**src/rtl/conv_seq_pkg.sv**
```systemverilog
package conv_seq_pkg;

    localparam int MODE_W = 3;
    localparam int GPO_W  = 2;
    localparam int CFG_W  = MODE_W + 1 + GPO_W;

    typedef enum logic [MODE_W-1:0] {
        MD_IDLE   = 3'b000,
        MD_CONT   = 3'b001,
        MD_SINGLE = 3'b010,
        MD_STBY   = 3'b011
    } mode_e;

    typedef struct packed {
        logic [GPO_W-1:0] lvl;
        logic             oe;
        mode_e            mode;
    } cfg_t;

    localparam cfg_t CFG_DEFAULT = '{lvl: '0, oe: 1'b0, mode: MD_CONT};

    function automatic logic mode_runs(mode_e m);
        return (m == MD_CONT) || (m == MD_SINGLE);
    endfunction

endpackage

```
**src/rtl/pin_sync.sv**
```systemverilog
module pin_sync #(
    parameter int            W       = 3,
    parameter logic [W-1:0]  RST_VAL = '1
) (
    input  logic         clk,
    input  logic         rst,
    input  logic [W-1:0] pin_in,
    output logic [W-1:0] pin_out
);
    for (genvar i = 0; i < W; i++) begin : g_bit
        logic meta_q, sync_q;
        always_ff @(posedge clk) begin
            if (rst) begin
                meta_q <= RST_VAL[i];
                sync_q <= RST_VAL[i];
            end else begin
                meta_q <= pin_in[i];
                sync_q <= meta_q;
            end
        end
        assign pin_out[i] = sync_q;
    end
endmodule

```
**src/rtl/settle_timer.sv**
```systemverilog
module settle_timer #(
    parameter int SETTLE_CYC = 40
) (
    input  logic clk,
    input  logic rst,
    input  logic hold,
    input  logic stream_en,
    input  logic sample_stb,
    output logic done_evt
);
    localparam int CW = $clog2(SETTLE_CYC + 1);

    logic [CW-1:0] cnt_q;
    logic          settled_q;

    always_ff @(posedge clk) begin
        if (rst || hold) begin
            cnt_q     <= CW'(SETTLE_CYC);
            settled_q <= 1'b0;
        end else if (!settled_q) begin
            cnt_q <= cnt_q - CW'(1);
            if (cnt_q == CW'(1))
                settled_q <= 1'b1;
        end
    end

    always_comb begin
        done_evt = 1'b0;
        if (!hold) begin
            if (!settled_q)
                done_evt = (cnt_q == CW'(1));
            else
                done_evt = stream_en && sample_stb;
        end
    end
endmodule

```
**src/rtl/cfg_reg.sv**
```systemverilog
module cfg_reg
    import conv_seq_pkg::*;
(
    input  logic clk,
    input  logic rst,
    input  logic wr_acc,
    input  cfg_t wdata,
    input  logic single_done,
    output cfg_t cfg_q
);
    always_ff @(posedge clk) begin
        if (rst)
            cfg_q <= CFG_DEFAULT;
        else if (wr_acc)
            cfg_q <= wdata;
        else if (single_done)
            cfg_q.mode <= MD_IDLE;
    end
endmodule

```
**src/rtl/conv_seq.sv**
```systemverilog
module conv_seq
    import conv_seq_pkg::*;
#(
    parameter int SETTLE_CYC = 40
) (
    input  logic              clk,
    input  logic              rst,
    input  logic              sync_pin,
    input  logic              reset_pin_n,
    input  logic              standby_pin_n,
    input  logic              reg_wr,
    input  logic [CFG_W-1:0]  reg_wdata,
    input  logic              sample_stb,
    output logic              rdy,
    output logic              stdy,
    output logic              stby,
    output logic              flt_rst,
    output logic              data_upd,
    output logic [GPO_W-1:0]  gpo,
    output logic [MODE_W-1:0] cur_mode
);
    logic [2:0] pins_s;
    logic       s_sync, s_rst_n, s_stby_n;
    logic       pin_rst, wr_acc, hold, done_evt, single_done;
    cfg_t       cfg_q;

    pin_sync #(.W(3), .RST_VAL(3'b111)) u_sync (
        .clk     (clk),
        .rst     (rst),
        .pin_in  ({standby_pin_n, reset_pin_n, sync_pin}),
        .pin_out (pins_s)
    );

    assign s_sync   = pins_s[0];
    assign s_rst_n  = pins_s[1];
    assign s_stby_n = pins_s[2];

    assign pin_rst     = !s_rst_n;
    assign flt_rst     = !s_sync || pin_rst;
    assign wr_acc      = reg_wr && !pin_rst;
    assign stby        = (cfg_q.mode == MD_STBY) || !s_stby_n;
    assign hold        = flt_rst || stby || !mode_runs(cfg_q.mode) || wr_acc;
    assign single_done = done_evt && (cfg_q.mode == MD_SINGLE);

    cfg_reg u_cfg (
        .clk         (clk),
        .rst         (rst || pin_rst),
        .wr_acc      (wr_acc),
        .wdata       (cfg_t'(reg_wdata)),
        .single_done (single_done),
        .cfg_q       (cfg_q)
    );

    settle_timer #(.SETTLE_CYC(SETTLE_CYC)) u_timer (
        .clk        (clk),
        .rst        (rst),
        .hold       (hold),
        .stream_en  (cfg_q.mode == MD_CONT),
        .sample_stb (sample_stb),
        .done_evt   (done_evt)
    );

    always_ff @(posedge clk) begin
        if (rst) begin
            rdy      <= 1'b1;
            stdy     <= 1'b1;
            data_upd <= 1'b0;
        end else begin
            data_upd <= done_evt;
            if (flt_rst || stby || wr_acc)
                rdy <= 1'b1;
            else if (done_evt)
                rdy <= 1'b0;
            if (pin_rst || stby)
                stdy <= 1'b1;
            else if (done_evt)
                stdy <= 1'b0;
        end
    end

    assign gpo      = cfg_q.oe ? cfg_q.lvl : '0;
    assign cur_mode = cfg_q.mode;
endmodule

```
**config.mk**
```make
export PLATFORM = sky130hd
export DESIGN_NAME = conv_seq
export DESIGN_NICKNAME = d
export VERILOG_FILES = /design/src/rtl/conv_seq_pkg.sv /design/src/rtl/pin_sync.sv /design/src/rtl/settle_timer.sv /design/src/rtl/cfg_reg.sv /design/src/rtl/conv_seq.sv
export SDC_FILE = /design/constraint.sdc
export NUM_CORES = 1
export LEC_CHECK = 0
export BUFFER_PORTS_ARGS = -buffer_cell sky130_fd_sc_hd__buf_2
export CORE_ASPECT_RATIO = 1.4
export CORE_UTILIZATION = 48
export CTS_BUF_LIST = sky130_fd_sc_hd__clkbuf_4 sky130_fd_sc_hd__clkbuf_8
export DETAILED_ROUTE_END_ITERATION = 16
export PLACE_DENSITY = 0.76
export SYNTH_ARGS = -nofsm -noshare
export SYNTH_HDL_FRONTEND = slang
export SYNTH_SLANG_ARGS = --single-unit
```
**constraint.sdc**
```tcl
create_clock -name clk -period 1.62 [get_ports clk]
set_input_delay 0 -clock clk [delete_from_list [all_inputs] [get_ports clk]]
set_output_delay 0 -clock clk [all_outputs]
set_load 0.03 [all_outputs]
```
==> flow_summary.ini <==
[run_status]
status = completed

[place]
hpwl_um = 1323
dp_worst_setup_slack_ps = -37.32
gp_congestion = 0.7258
port_buffers = 22
placed_cells = 136

[power]
ir_drop_mv = 0.7056
p_leak_uw = 0.0006267
power_density_mw_per_mm2 = 796.0

[synth]
synth_area_per_cell_um2 = 9.700
ys.flop_type = dfxtp_1
ys_seq_area_share_pct = 48.82
ys_warn_count = 0
syn_nets = 108
ys_top_cells_by_area = dfxtp_1 (49%), nor2_1 (5.8%), mux2i_1 (4.4%)
synth_top_cell_by_area = dfxtp_1
synth_top_area_share_pct = 48.82
synth-async-reset-ratio_pct = 0
synth_edf_count = 0
syn_inst = 93
ys_ff_latch = 22
netlist_area_um2 = 902.1
ys_types = 30

[worst_setup_path]
required_ps = 1830
max_stage_delay_ps = 560
end_kind = flip-flop
rrSetupSlack_ps = 40
crit_slowest_cell = or4_4
crit_type = flip-flop to flip-flop
crit_path_cell_trace = buf_6 -> or4_4 -> and2_4 -> or3_1
cp.arrival_ps = 1790
cp-start-kind = flip-flop
path_max_fanout = 3

[cts]
ctsLongestPathBuffers = 2
clock_latency_ps = 310
clk_pin_slew_ps = 120
cts_tree = built
ctsRootBufferMaster = clkbuf_4
htree_num_levels = 1
cts_made_buffers = 3
cts.sinks = 22

[finish]
num_antenna_cells = 0
final_cell_mix = buf_2 (22), dfxtp_1 (20), dlygate4sd3_1 (15), nor2_1 (14), buf_4 (13)
final_cells = 162
drive_above_1_share_pct = 42.25
utilization_pct = 78.42
nets = 158
syn2layout_area_growth_pct = 52.70
mostFrequentLayoutCell = buf_2

[route]
drt_pass1_iterations = 4
drcViolationCount = 0
wirelength_um = 2229
vias_per_cell = 5.031
ant_nets = 0
num_vias = 815
drt_iter0_markers = 8
wl_per_cell_um = 13.76

[timing]
period_needed_ps = 1576
setup_tns_ps = 0
fmax_mhz = 634.4
finalCritPeriodShare_pct = 97.30
tightest_slew_ps = 519.6
slew_headroom_pct = 64.87
finalSetupViolCount = 0
slew_viol_final = 0
clock_skew_ps = 4.729
hold_violations = 0
postLayoutSetupSlackWorst_ps = 43.78

[die]
start_util_pct = 51.35
chipHeight_um = 53.30
core_mm2 = 0.001757
die_w_um = 38.64
rows = 18
ios = 23
dieArea_mm2 = 0.002059

[run]
cap_violations = 0

[global_routing]
grt_antenna_before_repair = 0
grt_usage_pct = 24.26
grt_pass1_wl_um = 3422
grt_overflow = 0
grt_pass1_vias = 798
grt_max_degree = 13

[hold_path]
hp-class = input pin to flip-flop
[power by group]
group | total (µW) | internal (µW) | leakage [µW] | switching [µW]
logic | 207 | 117 | 0.000424 | 90.1
clock network | 306 | 137 | 0.0000210 | 169
registers | 583 | 564 | 0.000181 | 19.1
[worst max-delay path, delay by kind of cell, from the launching register on]
| family | cells | cell delay [ps] |
|---|---|---|
| buf+inv | 1 | 120 |
| flops | 1 | 360 |
| simple gates | 3 | 1000 |
[registers in the layout (all words and copies together), names as in the netlist]
| signal | flops |
|---|---|
| data_upd | 1 |
| rdy | 1 |
| stdy | 1 |
| u_cfg.cfg_q | 6 |
| u_sync.g_bit.meta_q | 3 |
| u_sync.g_bit.sync_q | 3 |
| u_timer.cnt_q | 6 |
| u_timer.settled_q | 1 |
[Yosys cell counts, types with 3 or more instances]
library cell / n
and2_1: 3
buf_4: 3
dfxtp_1: 22
inv_1: 3
mux2i_1: 4
nand2_1: 4
nor2_1: 14
nor4b_1: 3
or2_2: 6
xnor2_1: 4
[metal layers]
metal | track usage, % | part of all wire [%]
met4 | 10.34 | 1.2
met1 | 23.51 | 39
met3 | 3.782 | 2.3
met5 | 0 | 0
met2 | 47.22 | 57
[worst paths after layout]
check / to / startpoint / depth (start not counted)
worst min-delay path: data_upd / sample_stb / 4
worst min register to register: u_sync.g_bit[0].sync_q / u_sync.g_bit[0].meta_q / 1
worst max register to register: u_timer.cnt_q[3] / u_timer.cnt_q[0] / 4
worst max-delay path: u_timer.cnt_q[3] / u_timer.cnt_q[0] / 4
[logic make-up (layout without fill, tap and decap cells)]
family | Yosys count | after routing | synth area share (%)
AOI/OAI and AO/OA | 8 | 8 | 6.796
xor gates and xnor gates | 5 | 5 | 4.854
adders and majority gates | 2 | 2 | 2.773
buffers and inverters | 9 | 58 | 5.963
DFF | 22 | 22 | 48.82
muxes | 4 | 4 | 4.438
and+or+nand+nor | 43 | 43 | 26.35
[cell type report]
type / count / area [µm²]
Clock buffer: 4 / 36.28
Fill cell: 111 / 379.1
Inverter: 3 / 11.26
Multi-Input combinational cell: 62 / 493.0
Sequential cell: 22 / 442.9
Tap cell: 20 / 25.02
Timing Repair Buffer: 51 / 369.1
[metrics by stage]
step	power, µW	hold WS (ps)	area [µm²]
2_1_floorplan	685.7	103.8	902.1
3_3_place_gp	722.5	181.6	1047
3_5_place_dp	729.2	186.2	1047
4_1_cts	1064	54.01	1316
5_1_grt	1138	131.1	1378
6_report	1097	114.8	1378
[repair_timing]
action	4_1_cts	5_1_grt
resized for setup	10	9
endpoints found under the setup margin	3	9
setup buffers	6	2
hold endpoints to repair	12	0
hold buffers	15	0
pin swaps	4	7
No activity file was read; power rests on OpenSTA's default activity.
